File: config.mk
export PLATFORM = sky130hd
export DESIGN_NAME = bus_watchdog
export DESIGN_NICKNAME = d
export VERILOG_FILES = /design/src/rtl/bwd_pkg.sv /design/src/rtl/bwd_sync.sv /design/src/rtl/bwd_kick_detect.sv /design/src/rtl/bwd_cfg_keep.sv /design/src/rtl/bwd_timer.sv /design/src/rtl/bus_watchdog.sv
export SDC_FILE = /design/constraint.sdc
export NUM_CORES = 1
export LEC_CHECK = 0
export BUFFER_PORTS_ARGS = -buffer_cell sky130_fd_sc_hd__buf_2
export CAP_MARGIN = 20
export CELL_PAD_IN_SITES_DETAIL_PLACEMENT = 1
export CELL_PAD_IN_SITES_GLOBAL_PLACEMENT = 1
export CORE_ASPECT_RATIO = 1.2
export CORE_UTILIZATION = 51
export CTS_BUF_LIST = sky130_fd_sc_hd__clkbuf_2 sky130_fd_sc_hd__clkbuf_4 sky130_fd_sc_hd__clkbuf_8
export CTS_CLUSTER_SIZE = 40
export DETAILED_ROUTE_END_ITERATION = 12
export PLACE_DENSITY = 0.95
export SKIP_LAST_GASP = 1
export SLEW_MARGIN = 20
export SYNTH_ARGS = -nofsm -noshare
export SYNTH_HDL_FRONTEND = slang
export SYNTH_HIERARCHICAL = 1
export SYNTH_SLANG_ARGS = --single-unit
File: constraint.sdc
create_clock -name clk -period 4.91 [get_ports clk]
set_input_delay 0.982 -clock clk [delete_from_list [all_inputs] [get_ports clk]]
set_output_delay 0.982 -clock clk [all_outputs]
set_load 0.02 [all_outputs]
File: src/rtl/bwd_pkg.sv
package bwd_pkg;

    // Retained interval code; OFF disables the watchdog.
    typedef enum logic [1:0] {
        IVL_OFF   = 2'b00,
        IVL_SHORT = 2'b01,
        IVL_MID   = 2'b10,
        IVL_LONG  = 2'b11
    } ivl_e;

    // Restart pattern tracker.
    typedef enum logic [1:0] {
        KD_IDLE    = 2'b00,
        KD_ARMED   = 2'b01,
        KD_PENDING = 2'b10
    } kd_state_e;

    typedef struct packed {
        logic scl;
        logic sda;
    } bus_t;

    typedef struct packed {
        logic sda_fall;
        logic sda_rise;
        logic scl_fall;
        logic scl_high;
    } bus_ev_t;

    localparam bus_t BUS_IDLE = '{scl: 1'b1, sda: 1'b1};

    function automatic int unsigned max3(input int unsigned a, input int unsigned b,
                                         input int unsigned c);
        int unsigned m;
        m = (a > b) ? a : b;
        return (m > c) ? m : c;
    endfunction

    function automatic bus_ev_t edges_of(input bus_t prev, input bus_t cur);
        bus_ev_t e;
        e.sda_fall = prev.sda & ~cur.sda;
        e.sda_rise = ~prev.sda & cur.sda;
        e.scl_fall = prev.scl & ~cur.scl;
        e.scl_high = prev.scl & cur.scl;
        return e;
    endfunction

endpackage

File: src/rtl/bwd_sync.sv
module bwd_sync #(
    parameter int          W       = 2,
    parameter int          STAGES  = 2,
    parameter logic [W-1:0] RST_VAL = '1
) (
    input  logic         clk,
    input  logic         rst,
    input  logic [W-1:0] d,
    output logic [W-1:0] q
);

    for (genvar b = 0; b < W; b++) begin : g_bit
        logic [STAGES-1:0] chain;

        always_ff @(posedge clk) begin
            if (rst) begin
                chain <= {STAGES{RST_VAL[b]}};
            end else begin
                chain <= {chain[STAGES-2:0], d[b]};
            end
        end

        assign q[b] = chain[STAGES-1];
    end

endmodule

File: src/rtl/bwd_kick_detect.sv
module bwd_kick_detect
    import bwd_pkg::*;
(
    input  logic clk,
    input  logic rst,
    input  bus_t bus_s,
    output logic kick
);

    bus_t      prev_q;
    bus_ev_t   ev;
    kd_state_e state_q, state_d;
    logic      stop_seen;

    always_ff @(posedge clk) begin
        if (rst) begin
            prev_q <= BUS_IDLE;
        end else begin
            prev_q <= bus_s;
        end
    end

    always_comb begin
        ev        = edges_of(prev_q, bus_s);
        stop_seen = ev.sda_rise & ev.scl_high;
    end

    always_comb begin
        state_d = state_q;
        unique case (state_q)
            KD_IDLE: begin
                if (ev.sda_fall) state_d = KD_ARMED;
            end
            KD_ARMED: begin
                if (stop_seen)        state_d = KD_IDLE;
                else if (ev.scl_fall) state_d = KD_PENDING;
            end
            KD_PENDING: begin
                if (stop_seen) state_d = KD_IDLE;
            end
            default: state_d = KD_IDLE;
        endcase
    end

    always_ff @(posedge clk) begin
        if (rst) begin
            state_q <= KD_IDLE;
        end else begin
            state_d_chk: state_q <= state_d;
        end
    end

    assign kick = (state_q == KD_PENDING) & stop_seen;

    AST_NO_SKIP_TO_PENDING: assert property (@(posedge clk) disable iff (rst)
        (state_q == KD_IDLE) |=> (state_q != KD_PENDING));

    AST_STOP_ENDS_PATTERN: assert property (@(posedge clk) disable iff (rst)
        (stop_seen && state_q != KD_IDLE) |=> (state_q == KD_IDLE));

endmodule

File: src/rtl/bwd_cfg_keep.sv
module bwd_cfg_keep
    import bwd_pkg::*;
#(
    parameter ivl_e INIT = IVL_OFF
) (
    input  logic       clk,
    input  logic       rst,
    input  logic       we,
    input  ivl_e       wcode,
    output ivl_e       code
);

    // Retained storage: loaded once at manufacture, never touched by rst.
    ivl_e code_q = INIT;

    always_ff @(posedge clk) begin
        if (we && code_q == IVL_OFF) begin
            code_q <= wcode;
        end
    end

    assign code = code_q;

    AST_CODE_LOCKED: assert property (@(posedge clk) disable iff (rst)
        (code_q != IVL_OFF) |=> $stable(code_q));

    AST_NO_WRITE_NO_CHANGE: assert property (@(posedge clk) disable iff (rst)
        !we |=> $stable(code_q));

endmodule

File: src/rtl/bwd_timer.sv
module bwd_timer
    import bwd_pkg::*;
#(
    parameter int unsigned TERM_SHORT = 1000,
    parameter int unsigned TERM_MID   = 4000,
    parameter int unsigned TERM_LONG  = 16000,
    parameter int unsigned CNT_W      = 14
) (
    input  logic clk,
    input  logic rst,
    input  ivl_e code,
    input  logic kick,
    output logic wdo
);

    typedef logic [CNT_W-1:0] cnt_t;

    cnt_t cnt_q;
    cnt_t term_c;
    cnt_t cnt_inc;
    logic wdo_q;

    always_comb begin
        unique case (code)
            IVL_SHORT: term_c = cnt_t'(TERM_SHORT);
            IVL_MID:   term_c = cnt_t'(TERM_MID);
            IVL_LONG:  term_c = cnt_t'(TERM_LONG);
            default:   term_c = '0;
        endcase
        cnt_inc = cnt_q + cnt_t'(1);
    end

    always_ff @(posedge clk) begin
        if (rst || code == IVL_OFF || kick) begin
            cnt_q <= '0;
            wdo_q <= 1'b0;
        end else if (!wdo_q) begin
            cnt_q <= cnt_inc;
            wdo_q <= (cnt_inc == term_c);
        end
    end

    assign wdo = wdo_q;

    AST_NO_OVERFLOW: assert property (@(posedge clk) disable iff (rst)
        (code != IVL_OFF) |-> (cnt_q <= term_c));

    AST_FIRE_AT_TERM: assert property (@(posedge clk) disable iff (rst)
        $rose(wdo_q) |-> (cnt_q == term_c));

    AST_OFF_QUIET: assert property (@(posedge clk) disable iff (rst)
        (code == IVL_OFF) |=> !wdo_q);

    AST_KICK_RELEASES: assert property (@(posedge clk) disable iff (rst)
        kick |=> (!wdo_q && cnt_q == '0));

    AST_WDO_HOLD: assert property (@(posedge clk) disable iff (rst)
        (wdo_q && !kick && code != IVL_OFF) |=> wdo_q);

endmodule

File: src/rtl/bus_watchdog.sv
module bus_watchdog
    import bwd_pkg::*;
#(
    parameter int unsigned TERM_SHORT  = 1000,
    parameter int unsigned TERM_MID    = 4000,
    parameter int unsigned TERM_LONG   = 16000,
    parameter int          SYNC_STAGES = 2,
    parameter ivl_e        CODE_INIT   = IVL_OFF
) (
    input  logic       clk,
    input  logic       rst,
    input  logic       scl_i,
    input  logic       sda_i,
    input  logic       cfg_we,
    input  logic [1:0] cfg_code,
    output logic       wdo,
    output logic [1:0] ivl_code
);

    localparam int unsigned TERM_MAX = max3(TERM_SHORT, TERM_MID, TERM_LONG);
    localparam int unsigned CNT_W    = $clog2(TERM_MAX + 1);

    bus_t bus_raw;
    bus_t bus_s;
    logic kick;
    ivl_e code;

    assign bus_raw = '{scl: scl_i, sda: sda_i};

    bwd_sync #(
        .W       (2),
        .STAGES  (SYNC_STAGES),
        .RST_VAL (BUS_IDLE)
    ) u_sync (
        .clk (clk),
        .rst (rst),
        .d   (bus_raw),
        .q   (bus_s)
    );

    bwd_kick_detect u_detect (
        .clk   (clk),
        .rst   (rst),
        .bus_s (bus_s),
        .kick  (kick)
    );

    bwd_cfg_keep #(
        .INIT (CODE_INIT)
    ) u_cfg (
        .clk   (clk),
        .rst   (rst),
        .we    (cfg_we),
        .wcode (ivl_e'(cfg_code)),
        .code  (code)
    );

    bwd_timer #(
        .TERM_SHORT (TERM_SHORT),
        .TERM_MID   (TERM_MID),
        .TERM_LONG  (TERM_LONG),
        .CNT_W      (CNT_W)
    ) u_timer (
        .clk  (clk),
        .rst  (rst),
        .code (code),
        .kick (kick),
        .wdo  (wdo)
    );

    assign ivl_code = code;

    AST_RST_CLEARS: assert property (@(posedge clk)
        rst |=> !wdo);

endmodule

==> impl_metrics.prom, run 1 <==
# TYPE chip_impl_metric gauge
chip_impl_info{name="yosys_most_used_dff",value="dfxtp_1"} 1
chip_impl_metric{name="area_growth",unit="%"} 2.84
chip_impl_metric{name="final_net_count",unit=""} 200
chip_impl_metric{name="grt_util_met1",unit="%"} 36.3
chip_impl_metric{name="fillerInstances",unit=""} 359
chip_impl_metric{name="route.antenna.remaining_nets",unit=""} 0
chip_impl_metric{name="final.period_utilization",unit="%"} 51.6
chip_impl_metric{name="worst-r2r-setup-slack",unit="ns"} 2.38
chip_impl_metric{name="fp-row-count",unit=""} 21
chip_impl_metric{name="cellLeakagePower",unit="µW"} 0.000582
chip_impl_metric{name="drcViolationCount",unit=""} 0
chip_impl_metric{name="power_per_unit_of_standard_cell_area",unit="nW/µm²"} 210
chip_impl_metric{name="antenna_found_initial",unit=""} 0
chip_impl_metric{name="cts_max_path_buffers",unit=""} 2
chip_impl_metric{name="maxCapViolations",unit=""} 0
chip_impl_metric{name="vias",unit=""} 1349
chip_impl_info{name="yosys-top-cells-area",value="dfxtp_1 30%, xnor2_1 6.8%, nor2_1 6.6%, ha_1 4.9%, xor2_1 4.5%"} 1
chip_impl_metric{name="max_clock_freq",unit="MHz"} 395
chip_impl_metric{name="grt.met3_usage",unit="%"} 2.70
chip_impl_metric{name="syn_area_per_cell",unit="µm²"} 8.25
chip_impl_metric{name="cp.arrival",unit="ns"} 2.79
chip_impl_metric{name="cts.repair.resized",unit=""} 0
chip_impl_metric{name="stdcell_area",unit="µm²"} 1590
chip_impl_metric{name="fin_hold_viols",unit=""} 0
chip_impl_metric{name="floorplan.initialDensity",unit="%"} 54.4
chip_impl_info{name="endpoint_kind",value="register"} 1
chip_impl_metric{name="fp.coreArea",unit="µm²"} 2840
chip_impl_metric{name="synthesis.instances",unit=""} 187
chip_impl_metric{name="drt-initial-drc-count",unit=""} 39
chip_impl_metric{name="grt_max_degree",unit=""} 17
chip_impl_metric{name="io_pins",unit=""} 10
chip_impl_metric{name="path_clk_slew",unit="ns"} 0.15
chip_impl_metric{name="fin_tns_setup",unit="ns"} 0
chip_impl_metric{name="peakVddDrop",unit="mV"} 0.201
chip_impl_metric{name="worstPathRequired",unit="ns"} 5.16
chip_impl_metric{name="wl",unit="µm"} 3860
chip_impl_info{name="run_status",value="finished, final reports clean"} 1
chip_impl_metric{name="worstMarginPinSlew",unit="ns"} 0.586
chip_impl_metric{name="crit_path_max_fanout",unit=""} 12
chip_impl_info{name="setup_repair_after_global_routing_missed_its_margin",value="false"} 1
chip_impl_info{name="clock_root_buffer",value="clkbuf_4"} 1
chip_impl_metric{name="drt-wirelength-per-cell",unit="µm"} 17.6
chip_impl_metric{name="syn_area",unit="µm²"} 1540
chip_impl_info{name="netlist.top_cell.by_area",value="dfxtp_1"} 1
chip_impl_metric{name="proportion_of_netlist_area_held_by_the_largest_area_contributor",unit="%"} 29.8
chip_impl_metric{name="number_of_global_route_vias_before_repair",unit=""} 1400
chip_impl_metric{name="final.min_clock_period",unit="ns"} 2.53
chip_impl_metric{name="slowest_delay",unit="ns"} 0.53
chip_impl_info{name="cts_tree",value="built"} 1
chip_impl_metric{name="synth_nets",unit=""} 200
chip_impl_metric{name="gp_routability_congestion",unit=""} 0.850
chip_impl_info{name="worst_path_dominant_cell_family",value="simple AND/OR/NAND/NOR gates"} 1
chip_impl_metric{name="post_cts_setup_driven_buffer_insertion_count",unit=""} 0
chip_impl_metric{name="globalRoute.totalOverflow",unit=""} 0
chip_impl_info{name="critical_path.startpoint_type",value="register"} 1
chip_impl_metric{name="max-slew-margin-rel",unit="%"} 60.9
chip_impl_metric{name="grt_use_total",unit="%"} 26.8
chip_impl_metric{name="synth_seq_cells",unit=""} 25
chip_impl_metric{name="path_buf_inv",unit=""} 0
chip_impl_metric{name="report.final.setup_viol",unit=""} 0
chip_impl_metric{name="num_antenna_cells",unit=""} 0
chip_impl_metric{name="post_drt_via_cell_ratio",unit=""} 6.13
chip_impl_metric{name="timing.clock.skew",unit="ns"} 0.00929
chip_impl_info{name="crit_path_top_delay_cell",value="dfxtp_1"} 1
chip_impl_metric{name="detailed_place_hpwl",unit="µm"} 2920
chip_impl_info{name="grt.busiest_layer",value="met2"} 1
chip_impl_metric{name="final-max-slew-violation-count",unit=""} 0
chip_impl_info{name="timing.critical_path.cells",value="ha_1 > nand4_2 > or2_0 > o31ai_2 > nor2_1 > or3_1 > o22ai_2"} 1
chip_impl_metric{name="post_synth_num_cell_types",unit=""} 42
chip_impl_info{name="synth.cells.most_frequent",value="27 x nor2_1, 23 x dfxtp_1, 12 x xnor2_1, 11 x nand2_1, 9 x nand3_1"} 1
chip_impl_info{name="yosysMostFrequentCell",value="nor2_1"} 1
chip_impl_metric{name="grt_first_pass_wirelength",unit="µm"} 6600
chip_impl_metric{name="cts-htree-levels",unit=""} 1
chip_impl_metric{name="synth_enable_flop_cells",unit=""} 2
chip_impl_metric{name="dpl-instance-area",unit="µm²"} 1560
chip_impl_metric{name="seq_area_frac_synth",unit="%"} 33.7
chip_impl_metric{name="clkSinkCount",unit=""} 25
chip_impl_metric{name="place.port_buffers",unit=""} 9
chip_impl_metric{name="ys_warn_count",unit=""} 6
chip_impl_metric{name="grt.met2_usage",unit="%"} 43.4
chip_impl_metric{name="cts_hold_repair.buffers",unit=""} 0
chip_impl_metric{name="die_height",unit="µm"} 62.3
chip_impl_metric{name="drt_pass1_iterations",unit=""} 4
chip_impl_metric{name="die-area",unit="µm²"} 3250
chip_impl_metric{name="number_of_cts_inserted_buffers",unit=""} 3
chip_impl_info{name="timing.hold.worst.class",value="reg -> reg"} 1
chip_impl_metric{name="die_w",unit="µm"} 52.2
chip_impl_metric{name="post_route_cells_drive_above_1_share",unit="%"} 13.4
chip_impl_info{name="crit_type",value="reg -> reg"} 1
chip_impl_metric{name="clk_latency",unit="ns"} 0.32
chip_impl_metric{name="async_flop_share",unit="%"} 0
==> per-stage QoR <==
step	util [%]	worst slack [ns]	hold slack [ns]	power [µW]	cells
3_5_place_dp	54.9	2.19	0.407	240	216
5_1_grt	55.9	2.23	0.482	344	220
4_1_cts	55.9	2.41	0.446	334	220
6_report	55.9	2.38	0.438	332	220
2_1_floorplan	-	2.62	0.383	233	187
3_3_place_gp	54.9	2.27	0.394	238	216
==> report_power, final <==
group          total [µW]  internal, µW  leakage, µW  switching, µW
logic                21.5          8.97     0.000359           12.5
clock network        96.0          31.7    0.0000183           64.3
registers             215           210     0.000205           5.34
total                 332           250     0.000582           82.2
==> per-layer routing <==
layer,part of all wire (%),up-vias
met4,2.3,0
met2,51,36
met5,0,-
li1,-,643
met3,2.8,12
met1,44,658
==> final timing paths <==
| path | startpoint | end | cells after the start |
|---|---|---|---|
| hold reg to reg | u_sync/g_bit[1].chain[0] | u_sync/g_bit[1].chain[1] | 1 |
| setup reg to reg | u_timer/cnt_q[1] | u_timer/wdo | 7 |
| setup / recovery | u_timer/cnt_q[1] | u_timer/wdo | 7 |
| hold / removal | u_sync/g_bit[1].chain[0] | u_sync/g_bit[1].chain[1] | 1 |
==> cells in the final DEF, fill, tap and decap left out, types with 5 or more instances in the layout <==
| cell | synthesis | layout |
|---|---|---|
| buf_2 | 6 | 9 |
| o21ai_0 | 6 | 6 |
| nor2_1 | 27 | 27 |
| nor4_1 | 7 | 7 |
| ha_1 | 6 | 6 |
| nand2_1 | 11 | 11 |
| a21oi_1 | 8 | 8 |
| xor2_1 | 8 | 8 |
| xnor2_1 | 12 | 12 |
| inv_1 | 7 | 7 |
| or2_1 | 5 | 5 |
| dfxtp_1 | 23 | 23 |
| nor3_1 | 5 | 5 |
| nand3_1 | 9 | 9 |
==> cell families after synthesis <==
kind of cell / Yosys count / synth area share [%]
adders and majority gates: 6 / 4.87
xor gates and xnor gates: 20 / 11.4
DFF: 25 / 33.7
AOI/OAI and AO/OA: 28 / 12.9
muxes: 3 / 1.95
and+or+nand+nor: 83 / 28.5
buffers and inverters: 22 / 6.65
==> area by class of cell <==
cell class,count,area [µm²],share of cell area (%)
multi-input cells,140,920,58.0
flip-flops and latches,25,520,32.8
repair buffers,9,45.0,2.84
well taps,34,42.5,2.68
inverters,8,30.0,1.89
clock buffers,3,22.5,1.42
clock inverters,1,6.26,0.394
==> state kept, by name (all words and copies together), names as in the netlist <==
signal	count
u_detect/state_q	2
u_cfg/code	2
u_timer/wdo	1
u_timer/cnt_q	14
u_sync/g_bit.chain	4
u_detect/prev_q	2
(Power assumes the default switching activity.)
==> run 2, diff against run 1 <==
CORE_UTILIZATION = 47   (was 51)
PLACE_DENSITY = 0.91   (was 0.95)
clock period = 2.7 ns   (was 4.91 ns; I/O delays follow)
==> run 2 against run 1 <==
Effect of this change:
- non-clock buffer count is 1 higher
- first-iteration DRC count is 15% lower
- worst setup slack worse by 2.1 ns
- register-to-register slack worse by 2.1 ns
- clock-buffer cell count stayed put
- maximum frequency is 4.0% higher
- critical path type unchanged
- critical endpoint unchanged
==> impl_metrics.prom, run 2 (synthesized netlist as in run 1, its figures left out) <==
# TYPE chip_impl_metric gauge
chip_impl_info{name="run_status",value="finished, final reports clean"} 1
chip_impl_metric{name="number_of_global_route_vias_before_repair",unit=""} 1434
chip_impl_metric{name="drt_pass1_iterations",unit=""} 4
chip_impl_metric{name="cp.arrival",unit="ns"} 2.64
chip_impl_metric{name="cts.repair.resized",unit=""} 0
chip_impl_metric{name="cts-htree-levels",unit=""} 1
chip_impl_metric{name="cts_hold_repair.buffers",unit=""} 0
chip_impl_metric{name="final.period_utilization",unit="%"} 90.3
chip_impl_info{name="critical_path.startpoint_type",value="register"} 1
chip_impl_metric{name="grt_max_degree",unit=""} 16
chip_impl_metric{name="area_growth",unit="%"} 3.57
chip_impl_metric{name="fp.coreArea",unit="µm²"} 3080
chip_impl_info{name="launch_point_of_the_worst_hold_path",value="cfg_code[1]"} 1
chip_impl_info{name="layout_commonest_cell",value="nor2_1"} 1
chip_impl_info{name="r2r-start",value="u_timer/cnt_q[0]"} 1
chip_impl_metric{name="worst-r2r-setup-slack",unit="ns"} 0.26
chip_impl_info{name="layout.cells.most_common_list",value="27 x nor2_1, 23 x dfxtp_1, 12 x xnor2_1"} 1
chip_impl_info{name="top_regs",value="u_timer/cnt_q (14), u_sync/g_bit.chain (4)"} 1
chip_impl_metric{name="maxCapViolations",unit=""} 0
chip_impl_info{name="clock_root_buffer",value="clkbuf_4"} 1
chip_impl_metric{name="power_per_unit_of_standard_cell_area",unit="nW/µm²"} 376
chip_impl_metric{name="timing.final.ws_setup",unit="ns"} 0.263
chip_impl_metric{name="die_w",unit="µm"} 54.3
chip_impl_metric{name="clk_latency",unit="ns"} 0.32
chip_impl_info{name="setup_repair_after_global_routing_missed_its_margin",value="false"} 1
chip_impl_metric{name="place.port_buffers",unit=""} 9
chip_impl_metric{name="fin_tns_setup",unit="ns"} 0
chip_impl_metric{name="floorplan.initialDensity",unit="%"} 50.0
chip_impl_metric{name="grt_use_total",unit="%"} 23.5
chip_impl_metric{name="final.min_clock_period",unit="ns"} 2.44
chip_impl_metric{name="number_of_cts_inserted_buffers",unit=""} 3
chip_impl_metric{name="drt-initial-drc-count",unit=""} 33
chip_impl_metric{name="crit_path_max_fanout",unit=""} 12
chip_impl_info{name="max_flop_register",value="u_timer/cnt_q"} 1
chip_impl_metric{name="detailed_place_hpwl",unit="µm"} 2740
chip_impl_metric{name="final-max-slew-violation-count",unit=""} 0
chip_impl_metric{name="multi_input_comb_area",unit="µm²"} 920
chip_impl_metric{name="largest_register_ffs",unit=""} 14
chip_impl_info{name="timing.hold.worst.class",value="in -> reg"} 1
chip_impl_metric{name="post_drt_via_cell_ratio",unit=""} 5.94
chip_impl_info{name="endpoint_kind",value="register"} 1
chip_impl_metric{name="timing.clock.skew",unit="ns"} 0.00203
chip_impl_metric{name="clkSinkCount",unit=""} 25
chip_impl_metric{name="cts_max_path_buffers",unit=""} 2
chip_impl_metric{name="grt_first_pass_wirelength",unit="µm"} 6150
chip_impl_metric{name="worstMarginPinSlew",unit="ns"} 0.457
chip_impl_metric{name="die_height",unit="µm"} 64.8
chip_impl_metric{name="num_antenna_cells",unit=""} 0
chip_impl_metric{name="fin_hold_viols",unit=""} 0
chip_impl_metric{name="peakVddDrop",unit="mV"} 0.270
chip_impl_metric{name="drt-wirelength-per-cell",unit="µm"} 16.4
chip_impl_metric{name="max-slew-margin-rel",unit="%"} 69.3
chip_impl_metric{name="max_clock_freq",unit="MHz"} 410
chip_impl_metric{name="die-area",unit="µm²"} 3520
chip_impl_metric{name="route.antenna.remaining_nets",unit=""} 0
chip_impl_metric{name="worstPathRequired",unit="ns"} 2.91
chip_impl_metric{name="antenna_found_initial",unit=""} 0
chip_impl_metric{name="post_cts_setup_driven_buffer_insertion_count",unit=""} 0
chip_impl_metric{name="drcViolationCount",unit=""} 0
chip_impl_metric{name="holdWs",unit="ns"} 0.386
chip_impl_metric{name="layout.core_utilization",unit="%"} 51.8
chip_impl_metric{name="globalRoute.totalOverflow",unit=""} 0
chip_impl_metric{name="vias",unit=""} 1324
chip_impl_info{name="timing.critical_path.from",value="u_timer/cnt_q[0]"} 1
chip_impl_metric{name="final_net_count",unit=""} 201
chip_impl_metric{name="fillerInstances",unit=""} 386
chip_impl_info{name="cts_tree",value="built"} 1
chip_impl_metric{name="fp-row-count",unit=""} 22
chip_impl_metric{name="pre_cts_ws",unit="ns"} 0.321
chip_impl_info{name="crit_type",value="reg -> reg"} 1
chip_impl_metric{name="area.sequential",unit="µm²"} 520
chip_impl_metric{name="post_route_cells_drive_above_1_share",unit="%"} 13.9
chip_impl_metric{name="gp_routability_congestion",unit=""} 0.884
chip_impl_metric{name="wl",unit="µm"} 3660
chip_impl_metric{name="io_pins",unit=""} 10
chip_impl_metric{name="cellLeakagePower",unit="µW"} 0.000583
chip_impl_metric{name="path_clk_slew",unit="ns"} 0.14
chip_impl_metric{name="report.final.setup_viol",unit=""} 0
## run 2: cell types whose count changed in the layout (fill, tap and decap cells not counted)
cell	previous run	this run
inv_4	1	0
buf_4	0	1
clkinvlp_4	0	1
## run 2: per-stage QoR
stage | std cells | power [µW] | instance area, µm²
global route | 223 | 630 | 1600
finish | 223 | 601 | 1600
floorplan | 187 | 424 | 1540
detailed placement | 219 | 437 | 1570
global placement | 219 | 433 | 1570
CTS | 223 | 617 | 1600
## run 2: routing by layer
layer	track usage [%]	up-vias	routed length, µm
met5	0	-	0
met2	43.0	27	2000
met1	26.3	654	1490
met4	9.29	0	49
li1	-	639	-
met3	2.58	4	119
## run 2: cell type report
| cell class | count | area share [%] |
|---|---|---|
| clock buffer | 3 | 1.41 |
| clock inverter | 1 | 0.470 |
| inverter | 8 | 1.88 |
| multi-input combinational | 140 | 57.6 |
| sequential | 25 | 32.6 |
| tap | 36 | 2.82 |
| timing repair buffer | 10 | 3.29 |
## run 2: critical path, cell delays in order (launching register included)
cell and delay, ns:
dfxtp_1 0.54, ha_1 0.47, nand4_2 0.20, or2_0 0.35
o21ai_1 0.16, o21ai_0 0.10, o311ai_1 0.37, o22ai_2 0.13
## run 2: report_power, final
part / leakage, µW / switching [µW] / internal, µW
Sequential: 0.000205 / 9.50 / 381
Combinational: 0.000363 / 22.2 / 17.2
Clock: 0.0000139 / 115 / 56.6
Total: 0.000583 / 147 / 455
## run 2: path summary, 6_finish.rpt
path                                                 end  cells after the start
worst max-delay path                         u_timer/wdo                      7
worst min-delay path                       u_cfg/code[1]                      1
worst max register to register               u_timer/wdo                      7
worst min register to register  u_sync/g_bit[0].chain[1]                      1
==> run 3, diff against run 2 <==
CORE_UTILIZATION = 42   (was 47)
PLACE_DENSITY = 0.87   (was 0.91)
clock period = 2.2 ns   (was 2.7 ns; I/O delays follow)
==> run 3 against run 2 <==
Effect of this change:
- sequential power rose by 22%
- clock-buffer cell count unchanged
- via count down 0.15%
- largest power group unchanged
==> impl_metrics.prom, run 3 (synthesized netlist as in run 1, its figures left out) <==
# TYPE chip_impl_metric gauge
chip_impl_metric{name="post_route_cells_drive_above_1_share",unit="%"} 15.8
chip_impl_metric{name="final.min_clock_period",unit="ns"} 2.11
chip_impl_metric{name="timing.clock.skew",unit="ns"} 0.0107
chip_impl_info{name="cts_tree",value="built"} 1
chip_impl_metric{name="pre_cts_ws",unit="ns"} 0.132
chip_impl_metric{name="path_clk_slew",unit="ns"} 0.10
chip_impl_metric{name="worstMarginPinSlew",unit="ns"} 0.588
chip_impl_metric{name="fp-row-count",unit=""} 23
chip_impl_metric{name="drcViolationCount",unit=""} 0
chip_impl_metric{name="fp.coreArea",unit="µm²"} 3420
chip_impl_metric{name="worstPathRequired",unit="ns"} 2.42
chip_impl_metric{name="floorplan.initialDensity",unit="%"} 45.0
chip_impl_info{name="min_delay_worst_endpoint",value="u_sync/g_bit[1].chain[0]"} 1
chip_impl_metric{name="grt_use_total",unit="%"} 21.9
chip_impl_metric{name="number_of_cts_inserted_buffers",unit=""} 3
chip_impl_metric{name="timing.final.ws_setup",unit="ns"} 0.0894
chip_impl_metric{name="drt-wirelength-per-cell",unit="µm"} 16.7
chip_impl_metric{name="drt-initial-drc-count",unit=""} 72
chip_impl_info{name="layout.cells.most_common_list",value="27 x nor2_1, 23 x dfxtp_1, 12 x xnor2_1"} 1
chip_impl_metric{name="die_w",unit="µm"} 57.3
chip_impl_metric{name="max_clock_freq",unit="MHz"} 474
chip_impl_metric{name="placedCellCount",unit=""} 223
chip_impl_metric{name="fin_hold_viols",unit=""} 0
chip_impl_metric{name="die_height",unit="µm"} 68.4
chip_impl_metric{name="hold_depth",unit=""} 2
chip_impl_metric{name="cts-htree-levels",unit=""} 1
chip_impl_metric{name="stdcell_area",unit="µm²"} 1640
chip_impl_metric{name="peakVddDrop",unit="mV"} 0.329
chip_impl_metric{name="power_per_unit_of_standard_cell_area",unit="nW/µm²"} 498
chip_impl_info{name="setup_repair_after_global_routing_missed_its_margin",value="false"} 1
chip_impl_metric{name="cts.repair.resized",unit=""} 0
chip_impl_metric{name="grt_max_degree",unit=""} 16
chip_impl_metric{name="cts_max_path_buffers",unit=""} 2
chip_impl_metric{name="r2r.worst_path.cells",unit=""} 7
chip_impl_info{name="endpoint_kind",value="register"} 1
chip_impl_metric{name="largest_register_ffs",unit=""} 14
chip_impl_metric{name="cellLeakagePower",unit="µW"} 0.000605
chip_impl_info{name="r2r-start",value="u_cfg/code[0]"} 1
chip_impl_metric{name="final-max-slew-violation-count",unit=""} 0
chip_impl_metric{name="crit_path_max_fanout",unit=""} 5
chip_impl_metric{name="io_pins",unit=""} 10
chip_impl_metric{name="die-area",unit="µm²"} 3920
chip_impl_metric{name="cp.arrival",unit="ns"} 2.33
chip_impl_metric{name="final_net_count",unit=""} 204
chip_impl_metric{name="number_of_global_route_vias_before_repair",unit=""} 1382
chip_impl_metric{name="layout.core_utilization",unit="%"} 48.0
chip_impl_info{name="timing.rr.end",value="u_timer/wdo"} 1
chip_impl_info{name="launch_point_of_the_worst_hold_path",value="scl_i"} 1
chip_impl_metric{name="final.period_utilization",unit="%"} 95.9
chip_impl_info{name="clock_root_buffer",value="clkbuf_8"} 1
chip_impl_metric{name="clk_latency",unit="ns"} 0.28
chip_impl_metric{name="globalRoute.totalOverflow",unit=""} 0
chip_impl_metric{name="max-slew-margin-rel",unit="%"} 60.5
chip_impl_info{name="timing.hold.worst.class",value="in -> reg"} 1
chip_impl_metric{name="dpl-instance-area",unit="µm²"} 1590
chip_impl_metric{name="cts_hold_repair.buffers",unit=""} 0
chip_impl_metric{name="wl",unit="µm"} 3790
chip_impl_metric{name="num_antenna_cells",unit=""} 0
chip_impl_metric{name="fin_tns_setup",unit="ns"} 0
chip_impl_metric{name="place.port_buffers",unit=""} 9
chip_impl_metric{name="area_growth",unit="%"} 6.49
chip_impl_metric{name="detailed_place_hpwl",unit="µm"} 2850
chip_impl_metric{name="antenna_found_initial",unit=""} 0
chip_impl_info{name="crit_type",value="reg -> reg"} 1
chip_impl_metric{name="post_drt_via_cell_ratio",unit=""} 5.82
chip_impl_metric{name="grt_first_pass_wirelength",unit="µm"} 6470
chip_impl_metric{name="clkSinkCount",unit=""} 25
chip_impl_metric{name="vias",unit=""} 1322
chip_impl_metric{name="stdcell_count",unit=""} 227
chip_impl_info{name="run_status",value="finished, final reports clean"} 1
chip_impl_metric{name="drt_pass1_iterations",unit=""} 4
chip_impl_info{name="critical_path.startpoint_type",value="register"} 1
chip_impl_metric{name="maxCapViolations",unit=""} 0
chip_impl_info{name="max_flop_register",value="u_timer/cnt_q"} 1
chip_impl_info{name="top_regs",value="u_timer/cnt_q (14), u_sync/g_bit.chain (4)"} 1
chip_impl_metric{name="post_cts_setup_driven_buffer_insertion_count",unit=""} 0
chip_impl_metric{name="gp_routability_congestion",unit=""} 0.893
chip_impl_metric{name="report.final.setup_viol",unit=""} 0
chip_impl_metric{name="route.antenna.remaining_nets",unit=""} 0
chip_impl_metric{name="worst-r2r-setup-slack",unit="ns"} 0.09
chip_impl_info{name="layout_commonest_cell",value="nor2_1"} 1
run 3: worst max path at each step:
stage	from	to	slack, ns	cells after the start
2_1_floorplan	u_cfg/code[0]	u_timer/wdo	0.03	8
3_3_place_gp	u_cfg/code[0]	u_timer/wdo	0.25	7
3_5_place_dp	u_cfg/code[0]	u_timer/wdo	0.13	7
4_1_cts	u_cfg/code[0]	u_timer/wdo	0.11	7
5_1_grt	u_cfg/code[0]	u_timer/wdo	0.008	8
6_report	u_cfg/code[0]	u_timer/wdo	0.09	7
run 3: worst max-delay path, stage by stage (launching register included):
cell and delay [ns]:
edfxtp_1 0.45, inv_1 0.09, ha_2 0.23, or3_1 0.40, nor3_1 0.27, nand4_2 0.13, or3_1 0.37, o22ai_2 0.09
run 3: area by class of cell:
class / instances / area (µm²)
sequential: 25 / 520
tap: 37 / 46.3
timing repair buffer: 13 / 75.1
multi-input combinational: 140 / 922
inverter: 8 / 30.0
fill: 428 / 1780
clock buffer: 3 / 41.3
clock inverter: 1 / 7.51
run 3: power breakdown:
part           internal, µW  leakage [µW]  switching [µW]
clock                   129     0.0000217             157
combinational          24.3      0.000377            33.1
sequential              467      0.000205            7.29
total                   620      0.000605             197
run 3: per-layer routing:
layer / GRT usage [%] / vias up / share of wire [%]
li1: - / 644 / -
met1: 22.2 / 643 / 42
met2: 41.8 / 22 / 53
met3: 3.59 / 13 / 2.1
met4: 14.3 / 0 / 3.6
met5: 0 / - / 0
run 3: metrics by stage:
stage	power, µW	hold slack (ns)
after floorplan	520	0.383
after global placement	536	0.394
after detailed placement	542	0.395
after CTS	826	0.327
after global routing	853	0.321
final	818	0.327
